`config.mk`:
```
export PLATFORM = sky130hd
export DESIGN_NAME = ssr_rx_chan
export DESIGN_NICKNAME = d
export VERILOG_FILES = /design/src/rtl/ssr_pkg.sv /design/src/rtl/ssr_pclk_edge.sv /design/src/rtl/ssr_arm_ctrl.sv /design/src/rtl/ssr_shifter.sv /design/src/rtl/ssr_hold_mon.sv /design/src/rtl/ssr_rx_chan.sv
export SDC_FILE = /design/constraint.sdc
export NUM_CORES = 1
export LEC_CHECK = 0
export BUFFER_PORTS_ARGS = -buffer_cell sky130_fd_sc_hd__buf_2
export CAP_MARGIN = 15
export CORE_AREA = 2 2 101 78
export DETAILED_ROUTE_END_ITERATION = 10
export DIE_AREA = 0 0 103 80
export PLACE_DENSITY = 0.7
export SYNTH_ARGS = -nofsm -noshare
export SYNTH_HDL_FRONTEND = slang
export SYNTH_SLANG_ARGS = --single-unit
```
`constraint.sdc`:
```
create_clock -name clk -period 2.99 [get_ports clk]
set_input_delay 0.598 -clock clk [delete_from_list [all_inputs] [get_ports clk]]
set_output_delay 0.598 -clock clk [all_outputs]
set_load 0.03 [all_outputs]
```
`src/rtl/ssr_pkg.sv`:
```
package ssr_pkg;

    localparam int SHADOW_W = 8;
    localparam int CODE_W   = 3;
    localparam int CNT_W    = $clog2(SHADOW_W + 1);

    typedef enum logic [1:0] {
        RX_OFF,
        RX_HUNT,
        RX_SHIFT
    } rx_state_e;

    typedef struct packed {
        logic              start_pol;
        logic [CODE_W-1:0] code;
    } rx_cfg_t;

    // bits per word: code 0 selects a full shadow register
    function automatic logic [CNT_W-1:0] word_len(input logic [CODE_W-1:0] code);
        if (code == '0) begin
            return CNT_W'(SHADOW_W);
        end
        return CNT_W'(code);
    endfunction

    // ones in the low n positions
    function automatic logic [SHADOW_W-1:0] low_mask(input logic [CNT_W-1:0] n);
        logic [SHADOW_W-1:0] m;
        for (int i = 0; i < SHADOW_W; i++) begin
            m[i] = (i < int'(n));
        end
        return m;
    endfunction

endpackage

```
`src/rtl/ssr_pclk_edge.sv`:
```
module ssr_pclk_edge (
    input  logic clk,
    input  logic rst,
    input  logic pclk,
    output logic rise
);
    logic pclk_q;

    always_ff @(posedge clk) begin
        if (rst) begin
            pclk_q <= 1'b0;
        end else begin
            pclk_q <= pclk;
        end
    end

    assign rise = pclk & ~pclk_q;
endmodule

```
`src/rtl/ssr_arm_ctrl.sv`:
```
module ssr_arm_ctrl #(
    parameter int ARM_W = 16
) (
    input  logic             clk,
    input  logic             rst,
    input  logic             en_we,
    input  logic             en_wdata,
    input  logic             auto_mode,
    input  logic             tx_done,
    input  logic             arm_load,
    input  logic [ARM_W-1:0] arm_value,
    output logic             en_q,
    output logic [ARM_W-1:0] arm_cnt,
    output logic             dis_pulse
);
    logic arm_fire;

    assign arm_fire  = auto_mode & tx_done & ~en_q & ~en_we & (arm_cnt != '0);
    assign dis_pulse = en_we & ~en_wdata;

    always_ff @(posedge clk) begin
        if (rst) begin
            en_q <= 1'b0;
        end else if (en_we) begin
            en_q <= en_wdata;
        end else if (arm_fire) begin
            en_q <= 1'b1;
        end
    end

    always_ff @(posedge clk) begin
        if (rst) begin
            arm_cnt <= '0;
        end else if (arm_load) begin
            arm_cnt <= arm_value;
        end else if (arm_fire) begin
            arm_cnt <= arm_cnt - ARM_W'(1);
        end
    end
endmodule

```
`src/rtl/ssr_shifter.sv`:
```
module ssr_shifter
    import ssr_pkg::*;
(
    input  logic                clk,
    input  logic                rst,
    input  logic                flush,
    input  logic                en,
    input  logic                rise,
    input  logic                sdi,
    input  rx_cfg_t             cfg,
    output logic                word_done,
    output logic [SHADOW_W-1:0] word
);
    rx_state_e           state;
    logic [SHADOW_W-1:0] shadow;
    logic [SHADOW_W-1:0] shadow_nx;
    logic [CNT_W-1:0]    bitcnt;
    logic [CNT_W-1:0]    bitcnt_nx;
    logic [CNT_W-1:0]    need;

    assign need      = word_len(cfg.code);
    assign shadow_nx = {shadow[SHADOW_W-2:0], sdi};
    assign bitcnt_nx = bitcnt + CNT_W'(1);
    assign word_done = (state == RX_SHIFT) && rise && (bitcnt_nx >= need);
    assign word      = shadow_nx & low_mask(need);

    always_ff @(posedge clk) begin
        if (rst || flush) begin
            state  <= RX_OFF;
            shadow <= '0;
            bitcnt <= '0;
        end else if (!en) begin
            state  <= RX_OFF;
        end else begin
            unique case (state)
                RX_OFF: begin
                    state <= RX_HUNT;
                end
                RX_HUNT: begin
                    if (rise && (sdi == cfg.start_pol)) begin
                        state  <= RX_SHIFT;
                        shadow <= '0;
                        bitcnt <= '0;
                    end
                end
                RX_SHIFT: begin
                    if (rise) begin
                        shadow <= shadow_nx;
                        bitcnt <= word_done ? '0 : bitcnt_nx;
                    end
                end
                default: state <= RX_OFF;
            endcase
        end
    end
endmodule

```
`src/rtl/ssr_hold_mon.sv`:
```
module ssr_hold_mon
    import ssr_pkg::*;
#(
    parameter int FRAME_W = 12
) (
    input  logic                clk,
    input  logic                rst,
    input  logic                flush,
    input  logic                rise,
    input  logic                word_done,
    input  logic [SHADOW_W-1:0] word,
    input  logic                vld_clr,
    input  logic [FRAME_W-1:0]  frame_len,
    output logic [SHADOW_W-1:0] data,
    output logic                valid,
    output logic                ovf
);
    logic [FRAME_W-1:0] age;

    always_ff @(posedge clk) begin
        if (rst || flush) begin
            data  <= '0;
            valid <= 1'b0;
        end else if (word_done) begin
            data  <= word;
            valid <= 1'b1;
        end else if (vld_clr) begin
            valid <= 1'b0;
        end
    end

    // age of the held word, in peripheral edges
    always_ff @(posedge clk) begin
        if (rst || flush) begin
            age <= '0;
            ovf <= 1'b0;
        end else if (vld_clr || !valid) begin
            age <= '0;
        end else if (rise) begin
            if (age == frame_len) begin
                ovf <= 1'b1;
            end else begin
                age <= age + FRAME_W'(1);
            end
        end
    end
endmodule

```
`src/rtl/ssr_rx_chan.sv`:
```
module ssr_rx_chan
    import ssr_pkg::*;
#(
    parameter int FRAME_W = 12,
    parameter int ARM_W   = 16
) (
    input  logic                clk,
    input  logic                rst,
    input  logic                en_we,
    input  logic                en_wdata,
    input  logic                auto_mode,
    input  logic                tx_done,
    input  logic                arm_load,
    input  logic [ARM_W-1:0]    arm_value,
    input  logic                start_pol,
    input  logic [CODE_W-1:0]   sample_code,
    input  logic [FRAME_W-1:0]  frame_len,
    input  logic                pclk,
    input  logic                sdi,
    input  logic                vld_clr,
    output logic [SHADOW_W-1:0] rx_data,
    output logic                rx_valid,
    output logic                rx_ovf,
    output logic                rx_enabled
);
    logic                rise;
    logic                en_q;
    logic [ARM_W-1:0]    arm_cnt;
    logic                dis_pulse;
    logic                word_done;
    logic [SHADOW_W-1:0] word;
    rx_cfg_t             cfg;

    assign cfg        = '{start_pol: start_pol, code: sample_code};
    assign rx_enabled = en_q;

    ssr_pclk_edge u_edge (
        .clk (clk),
        .rst (rst),
        .pclk(pclk),
        .rise(rise)
    );

    ssr_arm_ctrl #(.ARM_W(ARM_W)) u_arm (
        .clk      (clk),
        .rst      (rst),
        .en_we    (en_we),
        .en_wdata (en_wdata),
        .auto_mode(auto_mode),
        .tx_done  (tx_done),
        .arm_load (arm_load),
        .arm_value(arm_value),
        .en_q     (en_q),
        .arm_cnt  (arm_cnt),
        .dis_pulse(dis_pulse)
    );

    ssr_shifter u_shift (
        .clk      (clk),
        .rst      (rst),
        .flush    (dis_pulse),
        .en       (en_q),
        .rise     (rise),
        .sdi      (sdi),
        .cfg      (cfg),
        .word_done(word_done),
        .word     (word)
    );

    ssr_hold_mon #(.FRAME_W(FRAME_W)) u_hold (
        .clk      (clk),
        .rst      (rst),
        .flush    (dis_pulse),
        .rise     (rise),
        .word_done(word_done),
        .word     (word),
        .vld_clr  (vld_clr),
        .frame_len(frame_len),
        .data     (rx_data),
        .valid    (rx_valid),
        .ovf      (rx_ovf)
    );
endmodule

```
After elaboration in Yosys (flattened, before gate mapping):

Cells that the tools add are included.

* flip-flop bits (word level): 53
* input port bits: 42
* output and inout bits: 11
* logic and storage cells: 79

* $add $sub $neg: 3
* $lt $le $gt $ge: 9
* equal/unequal tests: 6
* multiplexer cells: 18
* bitwise operators: 14
* reduce and logical (&&, ||, !) cells: 19

Operators by type and width (number)
* 2-to-1 mux 16 bit: 2
* 2-to-1 mux 4 bit: 5
* less-than comparator 3 x 4 -> 1 bit (first input constant): 4
* nonzero test 16 bit: 1
* subtractor 16 x 1 -> 16 bit (second input constant): 1
* 2-to-1 mux 7 bit: 2
* one-hot mux 7 bit (2 select lines): 1
* adder 12 x 1 -> 12 bit (second input constant): 1
* equality test 12 bit: 1
* bitwise AND 8 bit: 1
* less-than comparator 1 x 4 -> 1 bit (first input constant): 2
* less-than comparator 2 x 4 -> 1 bit (first input constant): 2
* one-hot mux 4 bit (2 select lines): 1
* nonzero test 2 bit: 4
* NOT 1 bit: 7
* bitwise AND 1 bit: 6
* one-hot mux 2 bit (3 select lines): 1
* 2-to-1 mux 1 bit: 5
* adder 4 x 1 -> 4 bit (second input constant): 1
* >= comparator 4 bit: 1
* inequality test 2 x 1 -> 1 bit (second input constant): 2
* AND reduction 2 bit: 2
* AND reduction 4 bit: 1
* OR reduction 2 bit: 2
* other kinds (10): 13

Logic depth before layout (Yosys ltp):

Gate-level depths: netlist (run 1).

* depth in word-level cells: 8
* mapped depth: 7
* depth with buffers taken out: 7

Hierarchy:

From an unflattened synthesis (run 1), not the netlist that was laid out.

* cells, all modules: 342
* area, all modules: 2975.4 um2

By module, submodules not included
* ssr_hold_mon: instances 1, cells an instance 122, area an instance 1073.5 um2, sequential area each 440.4 um2
* ssr_arm_ctrl: instances 1, cells an instance 125, area an instance 1067.3 um2, sequential area each 340.3 um2
* ssr_shifter: instances 1, cells an instance 92, area an instance 787.0 um2, sequential area each 260.2 um2
* ssr_pclk_edge: instances 1, cells an instance 3, area an instance 47.5 um2, sequential area each 20.0 um2

Worst setup path after synthesis (run 1):

OpenSTA, ideal clock, no wires.

* path kind: input to register
* from: in sample_code[0]
* to: reg u_hold.data[0]
* library setup time: 0.070 ns
* data arrival time: 1.978 ns
* required time: 2.920 ns
* slack: 0.942 ns
* cell stages on the path: 7
* path buffers: 1
* cells stage by stage: clkbuf_1 ha_1 nand2b_1 a211o_1 a21oi_1 o21ai_0 a21oi_1

* longest elaborated chain between the ends: 5
* elaborated cells between the ends (all ways): 7
* classes of those cells: 2 x order compare; 2 x mux; 1 x bitwise; 2 x reduce/logical

Ends and longest elaborated chain
* start: declaration: line ssr_rx_chan.sv:16 `input logic [CODE_W-1:0] sample_code,`
* zero test 3 bit: line ssr_pkg.sv:20 `if (code == '0) begin`
* 2-to-1 mux 1 bit: line ssr_pkg.sv:20
* 2-to-1 mux 4 bit (*): line ssr_pkg.sv:23 `return CNT_W'(code);`
* less-than comparator 1 x 4 -> 1 bit or >= comparator 4 bit (tied branches): line ssr_pkg.sv:30, ssr_shifter.sv:24
* bitwise AND 8 bit or logical AND 1 bit (tied branches): line ssr_shifter.sv:25, ssr_shifter.sv:24
* end signal: assignment: line ssr_hold_mon.sv:25 `data <= word;`
* end: declaration: line ssr_hold_mon.sv:14 `output logic [SHADOW_W-1:0] data,`

Mark *: on every way between the ends. The rest lies on a longest branch, timed or not.
A chain may end at the register's enable or synchronous reset.

Final worst setup path (run 1):

* from: reg u_shift.bitcnt[0]
* to: reg u_hold.data[7]

* longest elaborated chain between the ends: 3

Ends and longest elaborated chain
* start: declaration: line ssr_shifter.sv:17 `logic [CNT_W-1:0] bitcnt;`
* start signal: assignment: line ssr_shifter.sv:49 `bitcnt <= word_done ? '0 : bitcnt_nx;`
* adder 4 x 1 -> 4 bit: line ssr_shifter.sv:23 `assign bitcnt_nx = bitcnt + CNT_W'(1);`
* >= comparator 4 bit: line ssr_shifter.sv:24 `assign word_done = (state == RX_SHIFT) && rise && (bitcnt_nx >= need);`
* logical AND 1 bit: line ssr_shifter.sv:24

Every way passes these cells.

==> results.yml, run 1 <==
detailed_routing:
  drt-pass1-iter-count: 4
  vias: 2606
  vias_per_cell: 5.407
  wire_per_inst_um: 13.78
  drcViolationCount: 0
  postRouteAntennaNets: 0
  drt_first_iter_violations: 99
  drt-total-wl_mm: 6.642
critical_path:
  critical_path_class: "reg -> reg"
  critical_path.max_stage_delay_ns: 0.56
  required_ns: 3.23
  startpoint: "u_shift.bitcnt[0]$_SDFFE_PP0P_"
  path_cells: "ha_1, xor2_1, ha_1, o21a_1, a21oi_1, o21ai_0, a21oi_1"
  start_kind: "register"
  critPathSlowestCell: "a21oi_1"
  worstReg2RegStart: "u_shift.bitcnt[0]$_SDFFE_PP0P_"
  crit_family: "compound AO/OA/AOI/OAI gates"
  cp-end-kind: "register"
  cp_data_arrival_time_ns: 2.49
  cp_num_buf_inv: 0
  critPathMaxFanout: 10
placed_design:
  numPortBuffers: 52
  detailedPlace.worstSlack_ns: 0.5576
  place.gp.congestion: 0.7977
  hpwl_mm: 4.915
cts:
  cts_max_path_buffers: 2
  clk_pin_slew_worst_paths_ns: 0.09
  ctsHoldBuffers: 0
  post_cts_buffers: 0
  cts_num_sinks: 53
  cts-resized-gates: 0
  cts-root-buf: "clkbuf_8"
  tritoncts: "built"
  cts_made_buffers: 5
  h-tree-depth: 2
  clk_latency_ns: 0.30
sta:
  final_hold_viol_count: 0
  tightest_slew_ns: 0.8320
  finClkSkew_ns: 0.005153
  finalSetupTns_ns: 0
  rsz0062_at_grt: "false"
  period_needed_ns: 2.252
  slew_viol_final: 0
  finalCritPeriodShare_pct: 75.31
  slew_headroom_pct: 44.47
  worst_slack_ns: 0.7382
  fmax_ghz: 0.4441
  setup_viol: 0
synthesis:
  synthXorXnorAreaFrac_pct: 8.947
  synth-compound-area-share_pct: 18.82
  syn-instance-count: 335
  synth_edf_count: 0
  yosys_most_used_dff: "dfxtp_1"
  syn_nets: 385
  synth_top_family_by_area: "simple AND/OR/NAND/NOR gates"
  ys_seq_area_share_pct: 37.37
  syn_area_mm2: 0.002839
  synthMuxAreaShare_pct: 1.058
  synth_warnings: 0
  synthAdderAreaFrac_pct: 3.526
  yosysUniqueCellTypes: 44
  async_reset_ff_share_pct: 0
  syn_area_per_cell_um2: 8.475
  ys_seq_elements: 53
  yosys.area_share.simple_pct: 26.88
power:
  intPower_mw: 1.073
  pwr-share-comb_pct: 11.8
  p_leak_nw: 1.211
  power_frac_seq_pct: 52.5
  peakVddDrop_mv: 0.2193
  swShare_pct: 24.48
  p_clk_share_pct: 35.6
  powerDensity_mw_per_mm2: 429.5
  power_mw: 1.420
  power.switching_uw: 347.7
floorplanning:
  dieArea_mm2: 0.008240
  initial_core_util_pct: 39.27
  fp-row-count: 27
  io_pins: 53
  coreArea_mm2: 0.007229
  die_x_um: 103
  fp.dieH_um: 80
grt:
  grt_pass1_vias: 2424
  grt.total_usage_pct: 16.93
  grt_max_degree: 31
  antenna_found_initial: 0
  grt-ovfl-total: 0
  grt_pass1_wl_mm: 11.16
hold_path:
  holdCritStartpoint: "u_hold.data[1]$_SDFFE_PP0P_"
  worstHoldPathType: "reg -> reg"
final_layout:
  drive_above_1_share_pct: 18.64
  nets: 430
  synthToLayoutAreaGrowth_pct: 16.48
  final_util_pct: 45.74
  diodes: 0
status:
  outcome: "complete, no violations"
job:
  maxCapViolations: 0
==> power groups by stage <==
stage,Sequential [mW],Combinational [mW],Clock (mW)
6_report,0.746,0.168,0.506
5_1_grt,0.750,0.190,0.548
4_1_cts,0.746,0.169,0.523
3_5_place_dp,0.762,0.168,0
3_3_place_gp,0.761,0.164,0
2_1_floorplan,0.757,0.113,0
==> cell usage in the layout (no fill, tap or decap), types with 3 or more instances in the layout <==
| cell | n |
|---|---|
| a21o_1 | 3 |
| and3_1 | 4 |
| buf_4 | 4 |
| xnor2_1 | 19 |
| nor2b_1 | 4 |
| ha_1 | 8 |
| nor3_1 | 6 |
| nand2b_1 | 3 |
| nand4_1 | 22 |
| nand3_1 | 11 |
| mux2i_1 | 3 |
| nand2_1 | 26 |
| a211oi_1 | 13 |
| o31ai_1 | 8 |
| or3_1 | 4 |
| dfxtp_1 | 53 |
| buf_2 | 52 |
| clkbuf_8 | 6 |
| inv_1 | 7 |
| or4_1 | 9 |
| xor2_1 | 10 |
| a21oi_1 | 29 |
| nand4b_1 | 4 |
| nor2_1 | 25 |
| o21ai_0 | 13 |
| o211ai_1 | 4 |
==> flip-flops by register name, summed over array words and instances (netlist names) <==
name,flops
u_arm.arm_cnt,16
u_hold.age,12
u_hold.data,8
u_shift.shadow,7
u_shift.bitcnt,4
u_shift.state,2
u_arm.en_q,1
u_edge.pclk_q,1
u_hold.ovf,1
u_hold.valid,1
==> routing by layer <==
metal	vias to the layer above	part of all wire, %	track usage, %
li1	1336	-	-
met1	1204	52	24.68
met2	59	42	25.00
met3	7	5.5	3.590
met4	0	1.1	4.737
met5	-	0	0
==> final cells by class <==
type | instances | area, µm²
fillers | 745 | 3923
clock buffers | 7 | 86.33
clock inverters | 1 | 30.03
well taps | 101 | 126.4
repair buffers | 56 | 290.3
flip-flops and latches | 53 | 1061
inverters | 7 | 26.28
multi-input cells | 257 | 1687
==> worst reg2reg max path, cell delays in order, from the launching register on <==
cell and delay, ns:
dfxtp_1 0.43, ha_1 0.24, xor2_1 0.18, ha_1 0.25, o21a_1 0.20, a21oi_1 0.56, o21ai_0 0.17, a21oi_1 0.15
==> Yosys cell counts, types with 3 or more instances <==
cell type  count  area share (%)
a211oi_1      13             3.4
a21o_1         3            0.79
a21oi_1       29             5.1
and3_1         4            0.88
clkbuf_1      16             2.1
dfxtp_1       53              37
ha_1           8             3.5
inv_1          7            0.93
mux2i_1        3             1.1
nand2_1       26             3.4
nand2b_1       3            0.66
nand3_1       11             1.9
nand4_1       22             4.8
nand4b_1       4             1.2
nor2_1        25             3.3
nor2b_1        4            0.88
nor3_1         7             1.2
o211ai_1       4             1.1
o21ai_0       13             2.3
o31ai_1        8             2.1
or3_1          4            0.88
or4_1          9             2.4
xnor2_1       19             5.9
xor2_1        10             3.1
==> cell families after synthesis <==
logic type,after synthesis
buffers and inverters,25
flip-flops,53
XOR/XNOR,29
adder cells (fa/ha/maj),8
AO/OA/AOI/OAI,83
multiplexers,3
AND/OR/NAND/NOR,134
==> metrics by stage <==
step                      hold slack (ns)  cell area (µm²)  std cells
final                              0.4785             3307        482
after CTS                          0.4775             3307        482
after global routing               0.4953             3307        482
after detailed placement           0.4627             3191        474
after global placement             0.4561             3191        474
after floorplan                    0.4319             2839        335
==> worst paths after layout <==
kind	to	slack (ns)	depth (start not counted)
max	u_hold.data[7]$_SDFFE_PP0P_	0.74	7
min	u_hold.data[1]$_SDFFE_PP0P_	0.48	2
max reg2reg	u_hold.data[7]$_SDFFE_PP0P_	0.74	7
min reg2reg	u_hold.data[1]$_SDFFE_PP0P_	0.48	2
Note: power is estimated with default switching activity, not from simulation.
==> run 2, diff against run 1 <==
- ABC_AREA: default -> 1
- CORE_AREA: 2 2 101 78 -> 2 2 110 85
- DIE_AREA: 0 0 103 80 -> 0 0 112 87
- PLACE_DENSITY: 0.7 -> 0.69
- clock period: 2.99 -> 2.3 ns (I/O delays scaled with it)
==> run 2 against run 1 <==
Against the previous run: non-clock buffer count rose by 4; worst hold slack got worse by 0.045 ns; count of clock-buffer cells in the layout fell by 2; cell count rose by 45%; global-route usage rose by 0.21 points; die area rose by 18%; setup slack got worse by 0.54 ns; clock skew barely moved; power rose by 60%; register-to-register slack got worse by 0.54 ns; first-iteration DRC count rose by 55%; largest cell class unchanged; highest routed layer unchanged.
==> results.yml, run 2 <==
synthesis:
  yosys_most_used_dff: "dfxtp_1"
  synth_top_area_cell: "dfxtp_1"
  yosysMostFrequentCell: "nand2_1"
  syn_area_per_cell_um2: 6.357
  synth_warnings: 0
  syn_area_mm2: 0.003395
  ys_seq_elements: 53
  synth_edf_count: 0
  synthTopCellsByCount: "nand2_1, nor2_1, inv_1"
  yosysUniqueCellTypes: 35
  syn_nets: 584
  async_reset_ff_share_pct: 0
  syn-instance-count: 534
  synthTopCellsByArea: "dfxtp_1, nand2_1, nor2_1, nand3_1, inv_1"
  ys_seq_area_share_pct: 31.26
  synth_top_area_share_pct: 31.26
critical_path:
  worst_path_most_repeated_cell: "nand2_1"
  cp-end-kind: "register"
  start_kind: "register"
  r2r_end: "u_hold.data[2]$_SDFFE_PP0P_"
  critical_path.max_stage_delay_ns: 0.35
  cp_data_arrival_time_ns: 2.33
  worstReg2RegStart: "u_shift.bitcnt[0]$_SDFFE_PP0P_"
  crit_end: "u_hold.data[2]$_SDFFE_PP0P_"
  critPathMaxFanout: 5
  critical_path_class: "reg -> reg"
  required_ns: 2.53
  startpoint: "u_shift.bitcnt[0]$_SDFFE_PP0P_"
  critPathSlowestCell: "dfxtp_1"
  r2r_slack_ns: 0.20
  reg2regPathDepth: 11
  path_cells: "ha_1, xnor2_1, inv_1, ha_1, nand2_1, o211ai_1, nand2_1, buf_4, nor2_1, nand3_1, nand2_1"
cts:
  clk_latency_ns: 0.29
  post_cts_buffers: 0
  cts_num_sinks: 53
  cts_made_buffers: 5
  cts-root-buf: "clkbuf_16"
  ctsHoldBuffers: 0
  h-tree-depth: 2
  clk_pin_slew_worst_paths_ns: 0.07
  cts_max_path_buffers: 2
  cts-resized-gates: 0
  tritoncts: "built"
sta:
  rsz0062_at_grt: "false"
  final_hold_viol_count: 0
  fmax_ghz: 0.4763
  setup_viol: 0
  tightest_slew_ns: 0.5953
  slew_headroom_pct: 60.27
  finalCritPeriodShare_pct: 91.28
  finalSetupTns_ns: 0
  finClkSkew_ns: 0.005398
  period_needed_ns: 2.100
  slew_viol_final: 0
power:
  power.switching_uw: 580.7
  swShare_pct: 25.54
  p_leak_nw: 1.836
  pwr-share-comb_pct: 15.1
  intPower_mw: 1.693
  p_clk_share_pct: 42.3
  peakVddDrop_mv: 0.3089
  powerDensity_mw_per_mm2: 573.6
  power_frac_seq_pct: 42.6
final_layout:
  final_cell_mix: "nand2_1, nor2_1, inv_1, nand3_1, dfxtp_1"
  final_util_pct: 45.13
  drive_above_1_share_pct: 17.69
  synthToLayoutAreaGrowth_pct: 16.77
  nets: 637
  diodes: 0
  regMostFlops: "u_arm.arm_cnt"
  layout_commonest_cell: "nand2_1"
  largest_reg_flops: 16
  reg.largest.list: "u_arm.arm_cnt (16), u_hold.age (12), u_hold.data (8)"
floorplanning:
  io_pins: 53
  fp.dieH_um: 87
  fp-row-count: 30
  initial_core_util_pct: 38.65
  die_x_um: 112
  coreArea_mm2: 0.008783
  dieArea_mm2: 0.009744
grt:
  grt-ovfl-total: 0
  grt.total_usage_pct: 17.14
  grt_pass1_wl_mm: 13.70
  grt_max_degree: 21
  grt_pass1_vias: 3009
  antenna_found_initial: 0
placed_design:
  place.gp.congestion: 0.9320
  hpwl_mm: 6.245
  numPortBuffers: 52
hold_path:
  worstHoldPathType: "in -> reg"
detailed_routing:
  drcViolationCount: 0
  vias: 3366
  wire_per_inst_um: 11.54
  vias_per_cell: 4.809
  postRouteAntennaNets: 0
  drt-total-wl_mm: 8.078
  drt_first_iter_violations: 153
  drt-pass1-iter-count: 4
job:
  maxCapViolations: 0
status:
  outcome: "complete, no violations"
## run 2: cell count changes after synthesis, sizes merged, moves of 8 or more
cell | before | now
o31ai | 8 | 0
nand3 | 11 | 57
nor2 | 25 | 80
or4 | 11 | 0
clkbuf | 16 | 6
nand4 | 22 | 6
xnor2 | 19 | 8
a211oi | 14 | 0
inv | 7 | 64
nand2 | 26 | 170
## run 2: power groups by stage
stage          logic, mW  registers (mW)  clock network [mW]
4_1_cts            0.345           0.968               0.981
3_3_place_gp       0.334           0.989                   0
2_1_floorplan      0.246           0.985                   0
3_5_place_dp       0.343           0.989                   0
6_report           0.343           0.969               0.962
5_1_grt            0.392           0.973                1.03
## run 2: per-layer routing
layer | part of all wire (%) | up-vias | global-route usage [%] | routed length, µm
met5 | 0 | - | 0 | 0
met4 | 1.1 | 0 | 4.324 | 91
met3 | 6.0 | 11 | 2.923 | 486
met2 | 43 | 99 | 27.71 | 3491
met1 | 50 | 1473 | 24.02 | 4009
li1 | - | 1783 | - | -
## run 2: metrics by stage
step           std cells  total power, mW  setup WS [ns]  hold slack (ns)  area (µm²)
5_1_grt              700            2.392        0.02684           0.4507        3964
3_5_place_dp         692            1.332         0.1721           0.4499        3774
2_1_floorplan        534            1.231         0.4677           0.4366        3395
4_1_cts              700            2.293         0.2205           0.4352        3964
3_3_place_gp         692            1.323         0.3081           0.4483        3774
6_report             700            2.273         0.2005           0.4335        3964
## run 2: worst min-delay path by stage
stage	from	endpoint	slack, ns	cells after the start
6_report	pclk	u_edge.pclk_q$_SDFF_PP0_	0.43	3
5_1_grt	pclk	u_edge.pclk_q$_SDFF_PP0_	0.45	3
4_1_cts	pclk	u_edge.pclk_q$_SDFF_PP0_	0.44	3
3_5_place_dp	u_hold.ovf$_SDFFE_PP0P_	u_hold.ovf$_SDFFE_PP0P_	0.45	2
3_3_place_gp	u_hold.ovf$_SDFFE_PP0P_	u_hold.ovf$_SDFFE_PP0P_	0.45	2
2_1_floorplan	u_shift.state[1]$_SDFFE_PP0P_	u_shift.state[0]$_SDFFE_PP0P_	0.44	1
## run 2: logic make-up (layout without fill, tap and decap cells)
| group | after synthesis | in the layout | synth area share (%) |
|---|---|---|---|
| and+or+nand+nor | 320 | 320 | 41.06 |
| xor gates and xnor gates | 18 | 18 | 4.866 |
| AOI/OAI and AO/OA | 56 | 56 | 10.14 |
| buffers and inverters | 79 | 133 | 9.731 |
| adders and majority gates | 8 | 8 | 2.949 |
| DFF | 53 | 53 | 31.26 |
## run 2: area by class of cell
type | instances | area (µm²)
tap | 112 | 140.1
timing repair buffer | 60 | 320.3
inverter | 65 | 249.0
fill | 926 | 4820
clock buffer | 5 | 125.1
sequential | 53 | 1061
clock inverter | 3 | 65.06
multi-input combinational | 402 | 2003
## run 2: critical path, delay by kind of cell (launching register included)
kind | cells | cell delay, ns
AOI/OAI and AO/OA | 1 | 0.18
adders and majority gates | 2 | 0.52
DFF | 1 | 0.35
and+or+nand+nor | 5 | 0.56
buffers and inverters | 2 | 0.24
xor gates and xnor gates | 1 | 0.20
